$ cat src/rtl/pmap_pkg.sv
package pmap_pkg;

    localparam int LOG_W    = 16;
    localparam int NWIN     = 8;
    localparam int PAGE_W   = 8;
    localparam int WIN_BITS = $clog2(NWIN);
    localparam int OFF_W    = LOG_W - WIN_BITS;
    localparam int PHYS_W   = PAGE_W + OFF_W;

    // windows touched by the speed presets
    localparam int LO_WIN = 0;
    localparam int HI_WIN = 4;

    typedef logic [NWIN-1:0][PAGE_W-1:0] pages_t;

    typedef enum logic [0:0] {
        ST_IDLE = 1'b0,
        ST_WAIT = 1'b1
    } wst_e;

    typedef struct packed {
        logic              ok;
        logic [PAGE_W-1:0] lo_page;
        logic [PAGE_W-1:0] hi_page;
        logic              extra;
    } preset_t;

    function automatic logic [PAGE_W-1:0] boot_page(int idx);
        case (idx)
            0:       return 8'hEC;
            1:       return 8'hED;
            2:       return 8'h07;
            3:       return 8'h34;
            4:       return 8'hEE;
            5:       return 8'hEF;
            6:       return 8'h03;
            default: return 8'h53;
        endcase
    endfunction

    function automatic preset_t speed_preset(logic [2:0] code);
        preset_t p;
        p = '0;
        case (code)
            3'd1: p = '{ok: 1'b1, lo_page: 8'hEC, hi_page: 8'h34, extra: 1'b1};
            3'd2: p = '{ok: 1'b1, lo_page: 8'h33, hi_page: 8'h34, extra: 1'b0};
            3'd3: p = '{ok: 1'b1, lo_page: 8'hEC, hi_page: 8'h34, extra: 1'b0};
            3'd4: p = '{ok: 1'b1, lo_page: 8'h33, hi_page: 8'hEE, extra: 1'b0};
            3'd5: p = '{ok: 1'b1, lo_page: 8'hEC, hi_page: 8'hEE, extra: 1'b0};
            default: p = '0;
        endcase
        return p;
    endfunction

endpackage

$ cat src/rtl/pmap_pages.sv
module pmap_pages
    import pmap_pkg::*;
(
    input  logic                clk,
    input  logic                rst,
    input  logic                reg_we,
    input  logic [WIN_BITS-1:0] reg_idx,
    input  logic [PAGE_W-1:0]   reg_wdata,
    input  logic                speed_ld,
    input  logic [2:0]          speed_code,
    output pages_t              pages,
    output logic                extra_en
);

    preset_t ps;
    logic    ps_take;

    always_comb begin
        ps      = speed_preset(speed_code);
        ps_take = speed_ld && ps.ok;
    end

    for (genvar g = 0; g < NWIN; g++) begin : g_win
        localparam logic [PAGE_W-1:0] RST_VAL = boot_page(g);
        localparam bit IS_LO = (g == LO_WIN);
        localparam bit IS_HI = (g == HI_WIN);

        logic [PAGE_W-1:0] page_r;
        logic              preset_hit;
        logic              write_hit;
        logic [PAGE_W-1:0] preset_val;

        always_comb begin
            preset_hit = ps_take && (IS_LO || IS_HI);
            write_hit  = reg_we && (reg_idx == WIN_BITS'(g));
            preset_val = IS_LO ? ps.lo_page : ps.hi_page;
        end

        always_ff @(posedge clk) begin
            if (rst) begin
                page_r <= RST_VAL;
            end else if (preset_hit) begin
                page_r <= preset_val;
            end else if (write_hit) begin
                page_r <= reg_wdata;
            end
        end

        assign pages[g] = page_r;
    end

    always_ff @(posedge clk) begin
        if (rst) begin
            extra_en <= 1'b0;
        end else if (ps_take) begin
            extra_en <= ps.extra;
        end
    end

endmodule

$ cat src/rtl/pmap_xlate.sv
module pmap_xlate
    import pmap_pkg::*;
#(
    parameter int                VID_WS    = 4,
    parameter int                WW        = 3,
    parameter logic [LOG_W-1:0]  INT_BASE  = 16'hF000,
    parameter logic [PAGE_W-1:0] ROM_PAGE  = 8'hBA,
    parameter int                ROM_WIN   = 2,
    parameter logic [PAGE_W-1:0] FAST_BASE = 8'hEC
)(
    input  pages_t            pages,
    input  logic              extra_en,
    input  logic              rom_sel,
    input  logic [LOG_W-1:0]  log_addr,
    input  logic              video_acc,
    output logic [PHYS_W-1:0] phys_addr,
    output logic              int_hit,
    output logic [WW-1:0]     wait_total
);

    logic [WIN_BITS-1:0] win;
    logic [PAGE_W-1:0]   page;
    logic                fast;

    always_comb begin
        win = log_addr[LOG_W-1:OFF_W];
        if (rom_sel && (win == WIN_BITS'(ROM_WIN))) begin
            page = ROM_PAGE;
        end else begin
            page = pages[win];
        end
        phys_addr = {page, log_addr[OFF_W-1:0]};
        int_hit   = (log_addr >= INT_BASE);
        // the fast block is four consecutive pages aligned to four
        fast      = (page[PAGE_W-1:2] == FAST_BASE[PAGE_W-1:2]);

        wait_total = '0;
        if (!int_hit) begin
            if (!fast) begin
                wait_total = wait_total + WW'(1);
            end
            if (extra_en) begin
                wait_total = wait_total + WW'(1);
            end
            if (video_acc) begin
                wait_total = wait_total + WW'(VID_WS);
            end
        end
    end

endmodule

$ cat src/rtl/pmap_wait_fsm.sv
module pmap_wait_fsm
    import pmap_pkg::*;
#(
    parameter int WW = 3
)(
    input  logic          clk,
    input  logic          rst,
    input  logic          acc_valid,
    input  logic [WW-1:0] wait_total,
    output logic          ready,
    output logic          busy
);

    wst_e          state_q;
    wst_e          state_d;
    logic [WW-1:0] cnt_q;
    logic          start_long;

    assign start_long = acc_valid && (wait_total > WW'(1));

    // next state
    always_comb begin
        state_d = state_q;
        unique case (state_q)
            ST_IDLE: if (start_long)        state_d = ST_WAIT;
            ST_WAIT: if (cnt_q == '0)       state_d = ST_IDLE;
        endcase
    end

    // state register and down-counter
    always_ff @(posedge clk) begin
        if (rst) begin
            state_q <= ST_IDLE;
            cnt_q   <= '0;
        end else begin
            state_q <= state_d;
            if (state_q == ST_IDLE && start_long) begin
                cnt_q <= wait_total - WW'(2);
            end else if (state_q == ST_WAIT && cnt_q != '0) begin
                cnt_q <= cnt_q - WW'(1);
            end
        end
    end

    // outputs
    always_comb begin
        ready = 1'b1;
        busy  = 1'b0;
        unique case (state_q)
            ST_IDLE: ready = !(acc_valid && (wait_total != '0));
            ST_WAIT: begin
                ready = 1'b0;
                busy  = 1'b1;
            end
        endcase
    end

endmodule

$ cat src/rtl/page_mapper_top.sv
module page_mapper_top
    import pmap_pkg::*;
#(
    parameter int                VID_WS   = 4,
    parameter logic [LOG_W-1:0]  INT_BASE = 16'hF000,
    parameter logic [PAGE_W-1:0] ROM_PAGE = 8'hBA,
    parameter int                ROM_WIN  = 2
)(
    input  logic              clk,
    input  logic              rst,
    input  logic              reg_we,
    input  logic [2:0]        reg_idx,
    input  logic [7:0]        reg_wdata,
    input  logic              speed_ld,
    input  logic [2:0]        speed_code,
    input  logic              rom_sel,
    input  logic              acc_valid,
    input  logic [15:0]       log_addr,
    input  logic              video_acc,
    output logic [20:0]       phys_addr,
    output logic              int_hit,
    output logic              ready
);

    localparam int WW = $clog2(VID_WS + 3);

    pages_t        win_pages;
    logic          extra_en;
    logic [WW-1:0] wait_total;
    logic          fsm_busy;

    pmap_pages u_pages (
        .clk        (clk),
        .rst        (rst),
        .reg_we     (reg_we),
        .reg_idx    (reg_idx),
        .reg_wdata  (reg_wdata),
        .speed_ld   (speed_ld),
        .speed_code (speed_code),
        .pages      (win_pages),
        .extra_en   (extra_en)
    );

    pmap_xlate #(
        .VID_WS   (VID_WS),
        .WW       (WW),
        .INT_BASE (INT_BASE),
        .ROM_PAGE (ROM_PAGE),
        .ROM_WIN  (ROM_WIN)
    ) u_xlate (
        .pages      (win_pages),
        .extra_en   (extra_en),
        .rom_sel    (rom_sel),
        .log_addr   (log_addr),
        .video_acc  (video_acc),
        .phys_addr  (phys_addr),
        .int_hit    (int_hit),
        .wait_total (wait_total)
    );

    pmap_wait_fsm #(
        .WW (WW)
    ) u_fsm (
        .clk        (clk),
        .rst        (rst),
        .acc_valid  (acc_valid),
        .wait_total (wait_total),
        .ready      (ready),
        .busy       (fsm_busy)
    );

endmodule

$ cat config.mk
export PLATFORM = sky130hd
export DESIGN_NAME = page_mapper_top
export DESIGN_NICKNAME = d
export VERILOG_FILES = /design/src/rtl/pmap_pkg.sv /design/src/rtl/pmap_pages.sv /design/src/rtl/pmap_xlate.sv /design/src/rtl/pmap_wait_fsm.sv /design/src/rtl/page_mapper_top.sv
export SDC_FILE = /design/constraint.sdc
export NUM_CORES = 1
export LEC_CHECK = 0
export BUFFER_PORTS_ARGS = -buffer_cell sky130_fd_sc_hd__buf_2
export CORE_MARGIN = 2
export CORE_UTILIZATION = 56
export DETAILED_ROUTE_END_ITERATION = 12
export PLACE_DENSITY = 0.8
export SYNTH_ARGS = -nofsm -noshare
export SYNTH_HDL_FRONTEND = slang
export SYNTH_SLANG_ARGS = --single-unit
$ cat constraint.sdc
create_clock -name clk -period 3.2 [get_ports clk]
set_input_delay 0.48 -clock clk [delete_from_list [all_inputs] [get_ports clk]]
set_output_delay 0.48 -clock clk [all_outputs]
set_load 0.01 [all_outputs]
==> After elaboration in Yosys (flattened, before gate mapping) <==
Cells that the tools add are included.
{ "word_totals": {"reg_bits": 69} }
{ "classes": {"add_sub_neg": 4, "order_cmp": 3, "eq_ne": 14, "n_mux": 20, "bitwise": 1, "reduce_logical": 22} }
{ "op_table": {"columns": ["op", "n"], "rows": [
  ["$pmux 18 s5", 1],
  ["$mux 8", 6],
  ["$bmux 8 s3", 1],
  ["$mux 3", 7],
  ["$eq 3x3->1 const B", 6],
  ["$ge 16x16->1 const B", 1],
  ["$eq 3x2->1 const B", 5],
  ["$logic_and 1x1->1", 14],
  ["$eq 3x1->1 const B", 2],
  ["$eq 6x6->1 const B", 1],
  ["$logic_not 3->1", 2],
  ["$reduce_bool 2->1", 3],
  ["$reduce_bool 3->1", 2],
  ["$lt 3x4->1 const B", 1],
  ["$pmux 1 s2", 2],
  ["$add 3x1->3 const B", 1],
  ["$add 3x3->3 const B", 1],
  ["$gt 3x1->1 const B", 1],
  ["$mux 1", 3],
  ["$sub 3x1->3 const B", 1],
  ["$sub 3x2->3 const B", 1],
  ["$logic_not 1->1", 1],
  ["$not 1->1", 1]
]} }

==> Depth between registers and ports, before layout <==
Gate-level depths: netlist of the first run.
{ "logic_depth": {"depth_word": 16, "ltp_mapped": 14, "ltp_nobuf": 12} }

==> Modules after synthesis <==
A second synthesis of the first run with hierarchy kept.
{ "hier_totals": {"hier_cells": 385, "hier_area_um2": 3590.9} }
{ "by_module_without_submodules": {"columns": ["mod", "n_inst", "cells_per_inst", "area_per_inst_um2", "seq_area_each_um2"], "rows": [
  ["pmap_pages", 1, 283, 2586.2, 1301.2],
  ["pmap_xlate", 1, 65, 691.9, 0.0],
  ["pmap_wait_fsm", 1, 37, 312.8, 80.1]
]} }

==> Worst setup path before layout of the first run <==
Ideal clock, no wire load.
{ "synth_path": {"path_type": "in2out", "from": "in log_addr[14]", "to": "out ready", "t_arrival_ps": 2488, "required_ps": 2720, "slack_ps": 232, "path_stages": 10, "path_cell_list": "buf_6 > buf_4 > buf_2 > o22ai_1 > o21ai_0 > o21ai_0 > nand4_1 > ha_1 > or3_1 > a31oi_1"} }
{ "synth_via": {"elab_chain_len": 16, "elab_cells_between_ends": 19} }
{ "synth_lines": {"columns": ["item", "line_no", "text"], "rows": [
  ["from (decl)", "page_mapper_top.sv:18", "input logic [15:0] log_addr,"],
  ["$bmux 8 s3 or $eq 3x2->1 (tied branches)", "pmap_xlate.sv:30, pmap_xlate.sv:27", null],
  ["$mux 8 (not written as such) or $logic_and 1x1->1 (tied branches)", "pmap_xlate.sv:30, pmap_xlate.sv:27", null],
  ["$mux 8 *", "pmap_xlate.sv:27", "if (rom_sel && (win == WIN_BITS'(ROM_WIN))) begin"],
  ["via phys_addr[15]", "page_mapper_top.sv:20", "output logic [20:0] phys_addr,"],
  ["$eq 6x6->1 *", "pmap_xlate.sv:35", "fast = (page[PAGE_W-1:2] == FAST_BASE[PAGE_W-1:2]);"],
  ["$mux 1 *", "pmap_xlate.sv:39", "if (!fast) begin"],
  ["$mux 3 *", "pmap_xlate.sv:38", "if (!int_hit) begin"],
  ["$add 3x1->3", "pmap_xlate.sv:43", "wait_total = wait_total + WW'(1);"],
  ["$mux 3 *", "pmap_xlate.sv:42", "if (extra_en) begin"],
  ["$mux 3 *", "pmap_xlate.sv:38", null],
  ["$add 3x3->3", "pmap_xlate.sv:46", "wait_total = wait_total + WW'(VID_WS);"],
  ["$mux 3 *", "pmap_xlate.sv:45", "if (video_acc) begin"],
  ["$mux 3 *", "pmap_xlate.sv:38", null],
  ["$reduce_bool 3->1 *", "pmap_wait_fsm.sv:50", "ST_IDLE: ready = !(acc_valid && (wait_total != '0));"],
  ["$logic_and 1x1->1 *", "pmap_wait_fsm.sv:50", null],
  ["$logic_not 1->1 *", "pmap_wait_fsm.sv:50", null],
  ["$pmux 1 s2 *", "pmap_wait_fsm.sv:49", "unique case (state_q)"],
  ["to (decl)", "page_mapper_top.sv:22", "output logic ready"]
]} }
The timed path passes the listed nets; every way through them passes the cells marked *. The select of a mux whose other input is x is not followed.

==> Worst setup path in the final report of the first run <==
{ "layout_path": {"from": "reg u_pages.g_win[2].page_r[6]", "to": "out ready"} }
{ "layout_via": {"elab_chain_len": 16} }
{ "layout_lines": {"columns": ["item", "line_no", "text"], "rows": [
  ["from (decl)", "pmap_pages.sv:28", "logic [PAGE_W-1:0] page_r;"],
  ["from (signal assigned)", "pmap_pages.sv:43", "page_r <= preset_val;"],
  ["from (signal assigned)", "pmap_pages.sv:45", "page_r <= reg_wdata;"],
  ["$bmux 8 s3 *", "pmap_xlate.sv:30", "page = pages[win];"],
  ["$mux 8 (not written as such) *", "pmap_xlate.sv:30", null],
  ["$mux 8 *", "pmap_xlate.sv:27", null],
  ["$eq 6x6->1 *", "pmap_xlate.sv:35", null],
  ["$mux 1 *", "pmap_xlate.sv:39", null],
  ["$mux 3 *", "pmap_xlate.sv:38", null],
  ["$add 3x1->3", "pmap_xlate.sv:43", null],
  ["$mux 3 *", "pmap_xlate.sv:42", null],
  ["$mux 3 *", "pmap_xlate.sv:38", null],
  ["$add 3x3->3", "pmap_xlate.sv:46", null],
  ["$mux 3 *", "pmap_xlate.sv:45", null],
  ["$mux 3 *", "pmap_xlate.sv:38", null],
  ["$reduce_bool 3->1 *", "pmap_wait_fsm.sv:50", null],
  ["$logic_and 1x1->1 *", "pmap_wait_fsm.sv:50", null],
  ["$logic_not 1->1 *", "pmap_wait_fsm.sv:50", null],
  ["$pmux 1 s2 *", "pmap_wait_fsm.sv:49", null]
]} }
Every way passes the cells marked *; elsewhere a longest branch is shown, timed or not. The select of a mux whose other input is x is not followed.

==> impl_metrics.csv, run 1 <==
group,metric,value,unit
run_status,outcome,"finished, final reports clean",
place,portBuffers,35,
critical_path,crit_path_start_kind,"flip-flop",
drt,met2_length,3932,um
logic_synthesis,synth-edff-count,0,
drt,dr_wl_met3,828,um
final_layout,drive_gt1_share,22.08,%
floorplanning,io_pins,60,
place,dp_hpwl,5785,um
floorplanning,die-area,0.006923,mm2
sta,fin_worst_skew,9.150,ps
place,post-place-ws,51.44,ps
sta,finalCritPeriodShare,96.70,%
power_and_ir_drop,power,2.007,mW
logic_synthesis,ys_ff_latch,69,
drt,wl,8498,um
clocking,cts_buffer_depth,2,
sta,tightest_slew,823.2,ps
drt,m1WireLength,3616,um
logic_synthesis,syn_inst,376,
logic_synthesis,ys_warn_count,0,
clocking,cts_tree,"yes",
critical_path,crit_chain,"nor2b_1, mux4_2, mux2_4, and3b_1, nand4_1, ha_1, or3_1, a31oi_1, buf_2",
sta,fmax,323.2,MHz
sta,setup_viol,0,
place,dp_cells,462,
final_layout,areaGrowthSynthToFinish,11.97,%
logic_synthesis,async_flop_share,0,%
power_and_ir_drop,ir_worst_vdd,402.7,uV
critical_path,crit_family,"simple AND/OR/NAND/NOR gates",
sta,worst_hold_slack,439.5,ps
clocking,clock_latency,350,ps
global_routing,first_global_vias,2654,
logic_synthesis,synth_top_area_share,39.32,%
global_routing,antenna_found_initial,0,
place,gp_congestion,0.8664,
sta,final_max_slew_viol_count,0,
final_layout,final_area,0.003934,mm2
final_layout,n_antenna_cell,0,
clocking,cts_sinks,69,
clocking,cts_buffers,9,
logic_synthesis,synth_area,0.003513,mm2
floorplanning,core-area,0.005991,mm2
logic_synthesis,synthTopCellsByArea,"dfxtp_1, mux2i_1, nand2_1",
min_path,min_path_type,"in -> reg",
drt,highest_layer,"met4",
clocking,clkSlewWorstSetupHoldPaths,70,ps
global_routing,track_usage,25.50,%
global_routing,overflow,0,
sta,min_period,3094,ps
critical_path,crit_fanout,2,
logic_synthesis,ys_types,44,
logic_synthesis,syn_nets,419,
sta,setup_ws,105.6,ps
final_layout,fin_cells,478,
sta,max_slew_margin,45.12,%
drt,firstDrtPassIters,5,
flow_run,timing.max_cap.violations,0,
drt,ant_nets,0,
clocking,h-tree-depth,3,
final_layout,final_core_util,65.66,%
drt,route.detailed.drc,0,
drt,avgRoutedWirePerCell,17.78,um
place,detailed_place.area,0.003682,mm2
floorplanning,die_y,83.21,um
critical_path,crit_required,2720,ps
critical_path,worstPathBufferInverterCount,1,
critical_path,slowest_delay,440,ps
logic_synthesis,yosysSeqAreaShare,39.32,%
drt,dr_total_vias,2815,
critical_path,cp.arrival,2610,ps
floorplanning,rows,28,
sta,finalHoldViolCount,0,
floorplanning,die_w,83.21,um
global_routing,grt_pass1_wl,13670,um
drt,viasPerCell,5.889,
floorplanning,start_util,58.65,%
logic_synthesis,ys.flop_type,"dfxtp_1",
critical_path,slowest_stage,"mux4_2",
final_layout,nNetsFinal,441,
critical_path,crit_type,"reg -> out",
critical_path,end_kind,"primary output",
sta,tns,0,ps
global_routing,grt_max_degree,48,
power_and_ir_drop,p_leak,1.603,nW
logic_synthesis,synth_top_area_cell,"dfxtp_1",
power_and_ir_drop,power-per-cell-area,510.3,mW/mm2
drt,drt_iter0_drc,155,
sta,rsz0062_at_grt,"no",
clocking,root_buffer,"clkbuf_8",
logic_synthesis,avgSynthCellArea,9.344,um2
==> where the power goes <==
group | leakage [nW] | internal (mW) | switching, mW
clock network | 0.110 | 0.482 | 0.328
registers | 0.563 | 0.895 | 0.0189
logic | 0.930 | 0.130 | 0.153
total | 1.60 | 1.51 | 0.500
==> layout make-up <==
class | count | area (um2)
flip-flops and latches | 69 | 1381
well taps | 75 | 93.84
inverters | 9 | 33.78
repair buffers | 52 | 312.8
clock inverters | 3 | 67.56
clock buffers | 13 | 158.9
multi-input cells | 257 | 1886
fillers | 473 | 2057
==> path summary, 6_finish.rpt <==
check	start	slack (ps)	cells past startpoint	end
setup / recovery	u_pages.g_win[2].page_r[6]	110	9	ready
hold / removal	reg_wdata[7]	440	3	u_pages.g_win[7].page_r[7]
hold reg to reg	u_pages.g_win[7].page_r[3]	460	2	u_pages.g_win[7].page_r[3]
setup reg to reg	u_pages.g_win[2].page_r[6]	630	12	u_fsm.cnt_q[0]
==> placed cells by master (no fill, tap or decap), types with 3 or more instances in the layout <==
cell / instances
clkbuf_8: 11
nand2_1: 54
mux4_1: 4
dfxtp_1: 69
mux2i_1: 36
a31oi_1: 3
nor2_1: 34
nor2b_1: 15
o21ai_0: 8
ha_1: 6
a21oi_1: 13
nand4_1: 3
inv_1: 9
mux2_2: 5
a21o_1: 6
xnor2_1: 3
buf_2: 34
nand2b_1: 5
mux4_2: 7
nand3b_1: 11
a211o_1: 16
buf_4: 15
==> registers in the layout, summed over array words and instances (netlist names) <==
register and cells:
u_fsm.state_q 1, u_pages.extra_en 1, u_pages.g_win.page_r 64, u_fsm.cnt_q 3
==> worst reg2reg max path, cell delays in order, from the launching register on <==
cell and delay, ps:
dfxtp_1 310, nor2b_1 130, mux4_2 440, mux2_4 280
and3b_1 180, nand4_1 100, ha_1 170, nand2_1 70
ha_1 200, nor2_1 170, nand2_1 150, a21oi_1 150
a211oi_1 70
==> cell usage after synthesis (4+ instances only) <==
master     n
a211o_1   16
a21o_1     6
a21oi_1   13
buf_2     10
buf_4     14
clkbuf_1  15
dfxtp_1   69
ha_1       6
inv_1      9
mux2_2     5
mux2i_1   36
mux4_1     4
mux4_2     7
nand2_1   54
nand2b_1   5
nand3b_1  11
nor2_1    35
nor2b_1   15
o21ai_0    9
==> routing by layer <==
layer  up-vias  GRT usage, %
met1      1347         33.44
met3        12         8.748
met4         0         7.601
met5         -             0
li1       1333             -
met2       123         39.88
==> kinds of logic after synthesis <==
| family | synth area share [%] |
|---|---|
| buffers and inverters | 7.443 |
| xor gates and xnor gates | 0.7480 |
| adders and majority gates | 2.137 |
| AOI/OAI and AO/OA | 11.00 |
| DFF | 39.32 |
| muxes | 19.76 |
| and+or+nand+nor | 19.59 |
==> what timing repair did <==
action	CTS	global route
hold buffers	0	0
setup buffers	0	0
endpoints found under the setup margin	0	1
gates resized for setup	0	7
hold endpoints to repair	0	0
No activity file was read; power rests on OpenSTA's default activity.
==> run 2, diff against run 1 <==
Settings changed: RECOVER_POWER set to 50.
==> impl_metrics.csv, run 2 (same netlist as run 1, synthesis figures left out) <==
group,metric,value,unit
clocking,clock_latency,350,ps
floorplanning,rows,28,
drt,wl,8399,um
clocking,root_buffer,"clkbuf_8",
global_routing,track_usage,25.50,%
critical_path,crit_fanout,7,
clocking,clkSlewWorstSetupHoldPaths,70,ps
critical_path,cp_num_cells,9,
drt,drt_iter0_drc,162,
sta,min_period,3098,ps
sta,fmax,322.7,MHz
drt,dr_total_vias,2795,
final_layout,areaGrowthSynthToFinish,11.36,%
critical_path,crit_required,2720,ps
flow_run,timing.max_cap.violations,0,
critical_path,r2r_cells,12,
critical_path,reg2reg_to,"u_fsm.cnt_q[0]",
final_layout,drive_gt1_share,20.10,%
floorplanning,start_util,58.65,%
place,dp_hpwl,5785,um
drt,route.detailed.drc,0,
clocking,cts_sinks,69,
final_layout,regMostFlops,"u_pages.g_win.page_r",
run_status,outcome,"finished, final reports clean",
floorplanning,die-area,0.006923,mm2
place,portBuffers,35,
global_routing,antenna_found_initial,0,
drt,viasPerCell,5.847,
clocking,h-tree-depth,3,
place,gp_congestion,0.8664,
sta,worst_hold_slack,437.4,ps
drt,firstDrtPassIters,6,
final_layout,top_regs,"u_pages.g_win.page_r x64, u_fsm.cnt_q x3",
critical_path,end_kind,"primary output",
critical_path,worstPathBufferInverterCount,3,
power_and_ir_drop,ir_worst_vdd,400.2,uV
critical_path,r2r-start,"u_pages.g_win[2].page_r[6]",
min_path,hold_path_depth,3,
floorplanning,die_y,83.21,um
drt,ant_nets,0,
global_routing,grt_pass1_wl,13670,um
sta,final_max_slew_viol_count,0,
global_routing,overflow,0,
global_routing,first_global_vias,2654,
sta,finalHoldViolCount,0,
final_layout,n_antenna_cell,0,
sta,max_slew_margin,44.73,%
clocking,cts_tree,"yes",
global_routing,grt_max_degree,48,
critical_path,crit_chain,"clkbuf_4, buf_6, mux4_1, a211o_1, nand4_1, ha_1, or3_1, a31oi_1, buf_2",
power_and_ir_drop,power,2.007,mW
critical_path,crit_family,"multiplexers",
sta,finalCritPeriodShare,96.83,%
floorplanning,core-area,0.005991,mm2
clocking,cts_buffer_depth,2,
final_layout,nNetsFinal,441,
critical_path,critPathCapture,"ready",
critical_path,startpoint,"log_addr[14]",
min_path,min_path_type,"in -> reg",
floorplanning,die_w,83.21,um
critical_path,cp.arrival,2620,ps
critical_path,slowest_stage,"mux4_1",
power_and_ir_drop,p_leak,1.577,nW
power_and_ir_drop,power-per-cell-area,512.9,mW/mm2
critical_path,r2r_setup_slack,640,ps
critical_path,slowest_delay,540,ps
final_layout,final_common_cell,"dfxtp_1",
critical_path,crit_type,"in -> out",
final_layout,largest_reg_flops,64,
sta,fin_worst_skew,9.551,ps
sta,tns,0,ps
sta,setup_viol,0,
sta,rsz0062_at_grt,"no",
final_layout,mostFrequentLayoutCells,"dfxtp_1, nand2_1, mux2i_1",
drt,avgRoutedWirePerCell,17.57,um
sta,tightest_slew,829.1,ps
critical_path,crit_path_start_kind,"input port",
floorplanning,io_pins,60,
clocking,cts_buffers,9,
run 2: cell types whose count changed in the layout (fill, tap and decap cells not counted):
cell	previous run	this run
clkbuf_1	2	9
buf_2	34	30
buf_4	15	12
and2_0	0	1
and2_1	1	0
nor3_1	1	2
nor3_2	1	0
run 2: worst min-delay path by stage:
| stage | from | to | slack, ps |
|---|---|---|---|
| floorplan | u_pages.g_win[7].page_r[6] | u_pages.g_win[7].page_r[6] | 430 |
| global placement | u_pages.g_win[7].page_r[5] | u_pages.g_win[7].page_r[5] | 440 |
| detailed placement | u_pages.g_win[7].page_r[7] | u_pages.g_win[7].page_r[7] | 450 |
| CTS | reg_wdata[7] | u_pages.g_win[7].page_r[7] | 420 |
| global route | reg_wdata[2] | u_pages.g_win[7].page_r[2] | 450 |
| finish | reg_wdata[7] | u_pages.g_win[7].page_r[7] | 440 |
run 2: worst min-delay path: cells and delay by family:
kind | cells | cell delay, ps
AO/OA/AOI/OAI | 1 | 50
AND/OR/NAND/NOR | 1 | 70
buffers and inverters | 1 | 150
run 2: what timing repair did:
item / CTS / global route
hold buffers: 0 / 0
setup endpoints to repair: 0 / 1
gates resized for setup: 0 / 7
buffers inserted: 0 / 0
run 2: layer usage:
metal	global-route usage, %	share of wire [%]	vias to the layer above
li1	-	-	1336
met1	33.44	44	1346
met2	39.88	46	100
met3	8.748	8.3	13
met4	7.601	1.4	0
met5	0	0	-
run 2: report_power, final:
group | switching, mW | internal [mW] | leakage (nW)
sequential | 0.0188 | 0.895 | 0.563
clock | 0.330 | 0.482 | 0.110
combinational | 0.152 | 0.128 | 0.904
total | 0.501 | 1.51 | 1.58
run 2: layout make-up:
cell class | instances | area (um2)
multi-input combinational | 257 | 1881
clock inverter | 3 | 67.56
timing repair buffer | 52 | 296.5
fill | 481 | 2078
tap | 75 | 93.84
sequential | 69 | 1381
clock buffer | 13 | 158.9
inverter | 9 | 33.78
run 2: metrics by stage:
| step | setup slack (ps) | cell area [um2] | utilization (%) | instances |
|---|---|---|---|---|
| 3_5_place_dp | 51.44 | 3682 | 61.47 | 462 |
| 6_report | 101.6 | 3913 | 65.31 | 478 |
| 4_1_cts | 46.20 | 3909 | 65.25 | 478 |
| 5_1_grt | 9.379 | 3913 | 65.31 | 478 |
| 3_3_place_gp | 70.10 | 3682 | 61.47 | 462 |
| 2_1_floorplan | 231.9 | 3513 | - | 376 |
